==> src/rtl/sio_b2_ctrl.sv <==
module sio_b2_ctrl #(
  parameter int AW     = 19,
  parameter int BANKS  = 2,
  parameter int DW     = 18,
  parameter int TAGW   = 4,
  parameter int RD_LAT = 2,
  localparam int NBY   = DW / 9,
  localparam int BKW   = (BANKS > 1) ? $clog2(BANKS) : 1,
  localparam int UAW   = AW + BKW
) (
  input  logic            clk,
  input  logic            rst_n,
  input  logic            wr_valid,
  output logic            wr_ready,
  input  logic [UAW-1:0]  wr_addr,
  input  logic [DW-1:0]   wr_data0,
  input  logic [DW-1:0]   wr_data1,
  input  logic [NBY-1:0]  wr_be0,
  input  logic [NBY-1:0]  wr_be1,
  input  logic            rd_valid,
  output logic            rd_ready,
  input  logic [UAW-1:0]  rd_addr,
  input  logic [TAGW-1:0] rd_tag,
  output logic            rsp_valid,
  output logic [TAGW-1:0] rsp_tag,
  output logic [DW-1:0]   rsp_data0,
  output logic [DW-1:0]   rsp_data1,
  output logic [AW-1:0]   mem_addr,
  output logic            mem_rw,
  output logic [BANKS-1:0] mem_ld_n,
  output logic [DW-1:0]   mem_d_rise,
  output logic [DW-1:0]   mem_d_fall,
  output logic [NBY-1:0]  mem_bw_n_rise,
  output logic [NBY-1:0]  mem_bw_n_fall,
  input  logic [DW-1:0]   mem_q_rise,
  input  logic [DW-1:0]   mem_q_fall
);

  logic           turn_wr;
  logic           wr_go, rd_go, any_go;
  logic [UAW-1:0] sel_addr;
  logic [BKW-1:0] sel_bank;

  assign wr_ready = rst_n && (!rd_valid || turn_wr);
  assign rd_ready = rst_n && (!wr_valid || !turn_wr);
  assign wr_go    = wr_valid && wr_ready;
  assign rd_go    = rd_valid && rd_ready;
  assign any_go   = wr_go || rd_go;
  assign sel_addr = wr_go ? wr_addr : rd_addr;
  assign sel_bank = sel_addr[UAW-1:AW];

  always_ff @(posedge clk) begin
    if (!rst_n)     turn_wr <= 1'b0;
    else if (wr_go) turn_wr <= 1'b0;
    else if (rd_go) turn_wr <= 1'b1;
  end

  always_ff @(posedge clk) begin
    if (!rst_n) begin
      mem_addr      <= '0;
      mem_rw        <= 1'b1;
      mem_d_rise    <= '0;
      mem_d_fall    <= '0;
      mem_bw_n_rise <= '1;
      mem_bw_n_fall <= '1;
    end else begin
      mem_bw_n_rise <= '1;
      mem_bw_n_fall <= '1;
      if (any_go) begin
        mem_addr <= sel_addr[AW-1:0];
        mem_rw   <= !wr_go;
      end
      if (wr_go) begin
        mem_d_rise    <= wr_data0;
        mem_d_fall    <= wr_data1;
        mem_bw_n_rise <= ~wr_be0;
        mem_bw_n_fall <= ~wr_be1;
      end
    end
  end

  for (genvar b = 0; b < BANKS; b++) begin : g_ld
    always_ff @(posedge clk) begin
      if (!rst_n) mem_ld_n[b] <= 1'b1;
      else        mem_ld_n[b] <= !(any_go && (sel_bank == BKW'(b)));
    end
  end

  logic [RD_LAT:0] pv;
  logic [TAGW-1:0] pt [RD_LAT+1];

  always_ff @(posedge clk) begin
    if (!rst_n) begin
      pv[0] <= 1'b0;
      pt[0] <= '0;
    end else begin
      pv[0] <= rd_go;
      pt[0] <= rd_tag;
    end
  end

  for (genvar s = 1; s <= RD_LAT; s++) begin : g_pipe
    always_ff @(posedge clk) begin
      if (!rst_n) begin
        pv[s] <= 1'b0;
        pt[s] <= '0;
      end else begin
        pv[s] <= pv[s-1];
        pt[s] <= pt[s-1];
      end
    end
  end

  assign rsp_valid = pv[RD_LAT];
  assign rsp_tag   = pt[RD_LAT];
  assign rsp_data0 = mem_q_rise;
  assign rsp_data1 = mem_q_fall;

endmodule


==> config.mk <==
export PLATFORM = sky130hd
export DESIGN_NAME = sio_b2_ctrl
export DESIGN_NICKNAME = d
export VERILOG_FILES = /design/src/rtl/sio_b2_ctrl.sv
export SDC_FILE = /design/constraint.sdc
export NUM_CORES = 1
export LEC_CHECK = 0
export BUFFER_PORTS_ARGS = -buffer_cell sky130_fd_sc_hd__buf_2
export CAP_MARGIN = 20
export CORE_MARGIN = 5
export CORE_UTILIZATION = 38
export CTS_CLUSTER_SIZE = 40
export DETAILED_ROUTE_END_ITERATION = 16
export PLACE_DENSITY_LB_ADDON = 0.15
export SLEW_MARGIN = 20
export SYNTH_ARGS = -nofsm -noshare
export SYNTH_HDL_FRONTEND = slang
export SYNTH_SLANG_ARGS = --single-unit
==> constraint.sdc <==
create_clock -name clk -period 1.2 [get_ports clk]
set_clock_uncertainty 0.2 [all_clocks]
set_input_delay 0.06 -clock clk [delete_from_list [all_inputs] [get_ports clk]]
set_output_delay 0.06 -clock clk [all_outputs]
set_load 0.02 [all_outputs]
==> metrics.yaml <==
sta:
  timing.fmax_ghz: 0.6797
  relSlewSlack: 0.8239
  grt_setup_unrepaired: "yes"
  hold_viol: 0
  timing.final.max_slew_violations: 0
  setup_ws_ns: -0.2712
  worst_pin_slew_ns: 0.2642
  timing.final.crit_share: 1.226
  period_needed_ns: 1.471
  setup_viol: 63
grt:
  grt_pass1_wl_mm: 18.26
  gr-total-overflow: 0
  track_usage: 0.2007
  grt_pass1_vias: 3779
  antenna_found_initial: 0
  grt_max_degree: 30
final_layout:
  drive_gt1_frac: 0.4404
  final_nets: 748
  layout_common_cells: "buf_2, dlygate4sd3_1, dfxtp_1"
  syn2layout_area_growth_pct: 79.51
  final_cell_area_um2: 6062
  antennaDiodeCount: 0
  final_common_cell: "buf_2"
detailed_routing:
  drt-initial-drc-count: 92
  viasPerCell: 4.840
  wl_mm: 11.84
  drc: 0
  routedWlPerCell_um: 16.06
  first_pass_iters: 4
  ant_nets: 0
  vias: 3567
pwr:
  p_seq_frac: 0.412
  swShare: 0.2741
  pwr-share-clk: 0.337
  p_comb_frac: 0.250
  intPower_mw: 5.014
  power.switching_mw: 1.894
  total_power_mw: 6.907
  power_density_nw_per_um2: 1139
  vdd_drop_max_mv: 0.7019
  p_leak_nw: 2.713
floorplan:
  fp.dieW_um: 104.3
  die_area_um2: 10870
  die_h_um: 104.3
  start_util: 0.3891
  ios: 229
  num_rows: 34
  coreArea_um2: 8678
placed_design:
  dpl_cell_area_um2: 4175
  dpl.hpwl_mm: 6.867
  io_buffers: 156
  place.gp.congestion: 0.7256
worst_setup_path:
  reg2reg_depth: 5
  cp_top_family: "simple AND/OR/NAND/NOR gates"
  worst-r2r-setup-slack_ns: -0.27
  crit_required_ns: 1.24
  path_class: "register to register"
  worstPathMaxFanout: 7
  reg2reg_from: "turn_wr$_SDFFE_PP0P_"
  cpMaxStageDelayCell: "dfxtp_2"
  slowest_delay_ns: 0.32
  path_buf_inv: 2
  worstReg2RegEnd: "mem_addr[2]$_SDFFE_PN0P_"
  critPathCaptureType: "register"
  worstPathArrival_ns: 1.51
  worstSetupStartpointType: "register"
  path_cells: "nand2b_4 -> buf_6 -> and2_4 -> clkbuf_16 -> o311ai_2"
clock_tree:
  cts_buffers: 9
  cts_max_level: 3
  cts-root-buf: "clkbuf_8"
  clk_latency_ns: 0.33
  clk_pin_slew_worst_paths_ns: 0.08
  cts_sinks: 78
  cts_buffer_depth: 2
  cts_tree: "done"
worst_hold_path:
  hp-class: "primary input to register"
  min_to: "mem_rw$_SDFFE_PN1P_"
  min_from: "wr_valid"
  worstHoldPathCells: 5
synth:
  ys.flop_type: "dfxtp_1"
  async_reset_ff_frac: 0
  synth_seq_cells: 78
  synth.distinct_cells: 23
  syn-cell-area_um2: 3377
  synth_edf_count: 0
  avgSynthCellArea_um2: 9.303
  synth_top_area_cell: "dfxtp_1"
  synth_nets: 487
  yosys-top-cells-area: "dfxtp_1, nand2_1, nand3_1"
  synth_warnings: 0
  synth-seq-area-share: 0.4624
  netlist_instances: 363
  synth_top_area_share: 0.4624
run_status:
  violations: "negative setup slack"
  status: "finished with violations"
flow_run:
  max-cap-violations: 0
metal layers:
| metal | routed length (um) | global-route usage |
|---|---|---|
| met1 | 4534 | 0.2259 |
| met2 | 6203 | 0.3584 |
| met3 | 820 | 0.05028 |
| met4 | 278 | 0.08048 |
| met5 | 0 | 0 |
worst reg2reg max path: stages (launching register included):
cell and delay, ns:
dfxtp_2 0.32, nand2b_4 0.15, buf_6 0.13, and2_4 0.19, clkbuf_16 0.18, o311ai_2 0.20
power groups by stage:
stage / Clock, mW / Combinational (mW) / Sequential [mW]
4_1_cts: 2.38 / 1.58 / 2.85
5_1_grt: 2.50 / 1.85 / 2.87
6_report: 2.33 / 1.73 / 2.85
2_1_floorplan: 0 / 0.624 / 3.09
3_5_place_dp: 0 / 1.11 / 2.91
3_3_place_gp: 0 / 1.10 / 2.90
state kept, by name, indices dropped and copies added, names as in the netlist:
register and flops:
mem_rw 1, pv 2, mem_addr 19, pt 12, mem_bw_n_fall 2, turn_wr 1
mem_ld_n 2, mem_d_rise 18, mem_bw_n_rise 2, rsp_valid 1, mem_d_fall 18
metrics by stage:
stage | setup TNS (ns) | utilization | worst slack [ns] | instances | hold WS [ns]
3_5_place_dp | -5.667 | 0.4811 | -0.1555 | 587 | -0.07986
4_1_cts | -14.02 | 0.6613 | -0.2828 | 731 | 0.02061
6_report | -11.46 | 0.6985 | -0.2712 | 737 | 0.03519
3_3_place_gp | -3.921 | 0.4811 | -0.09522 | 587 | -0.07986
5_1_grt | -15.26 | 0.6985 | -0.3293 | 737 | 0.04447
2_1_floorplan | -1.490 | - | -0.05159 | 363 | -0.07108
synth_stat cells (6+ instances only):
library cell and n:
nand3_1 57, dfxtp_1 78, and2_1 17, buf_2 9, o311ai_4 10, clkbuf_1 10
o311ai_2 9, o21ai_0 31, o21ai_2 6, nand2_1 80, buf_4 37
cell type report:
cell class | count | area, um^2
Timing Repair Buffer | 314 | 2511
Tap cell | 108 | 135.1
Sequential cell | 78 | 1563
Multi-Input combinational cell | 221 | 1617
Clock buffer | 10 | 127.6
Clock inverter | 6 | 108.9
Fill cell | 667 | 2616
cell families (layout without fill, tap and decap cells):
logic type	count (synthesis)	after routing	synth area share
and+or+nand+nor	161	162	0.2223
AOI/OAI and AO/OA	59	59	0.1908
DFF	78	78	0.4624
buffers and inverters	65	330	0.1245
worst max path at each step:
| stage | startpoint | end | slack [ns] | cells past startpoint |
|---|---|---|---|---|
| after CTS | turn_wr$_SDFFE_PP0P_ | wr_ready | -0.28 | 4 |
| final | turn_wr$_SDFFE_PP0P_ | mem_addr[2]$_SDFFE_PN0P_ | -0.27 | 5 |
| after global placement | turn_wr$_SDFFE_PP0P_ | mem_d_fall[0]$_SDFFE_PN0N_ | -0.1 | 4 |
| after global routing | turn_wr$_SDFFE_PP0P_ | mem_addr[2]$_SDFFE_PN0P_ | -0.33 | 5 |
| after detailed placement | turn_wr$_SDFFE_PP0P_ | mem_d_fall[3]$_SDFFE_PN0N_ | -0.16 | 4 |
| after floorplan | turn_wr$_SDFFE_PP0P_ | mem_d_rise[10]$_SDFFE_PN0N_ | -0.05 | 5 |
what timing repair did:
action | 4_1_cts | 5_1_grt
hold buffers | 121 | 0
setup buffers | 6 | 1
endpoints found under the setup margin | 61 | 65
endpoints found under the hold margin | 104 | 0
pin swaps | 0 | 33
resized for setup | 31 | 60
cloned | 1 | 6
Note: power is estimated with default switching activity, not from simulation.
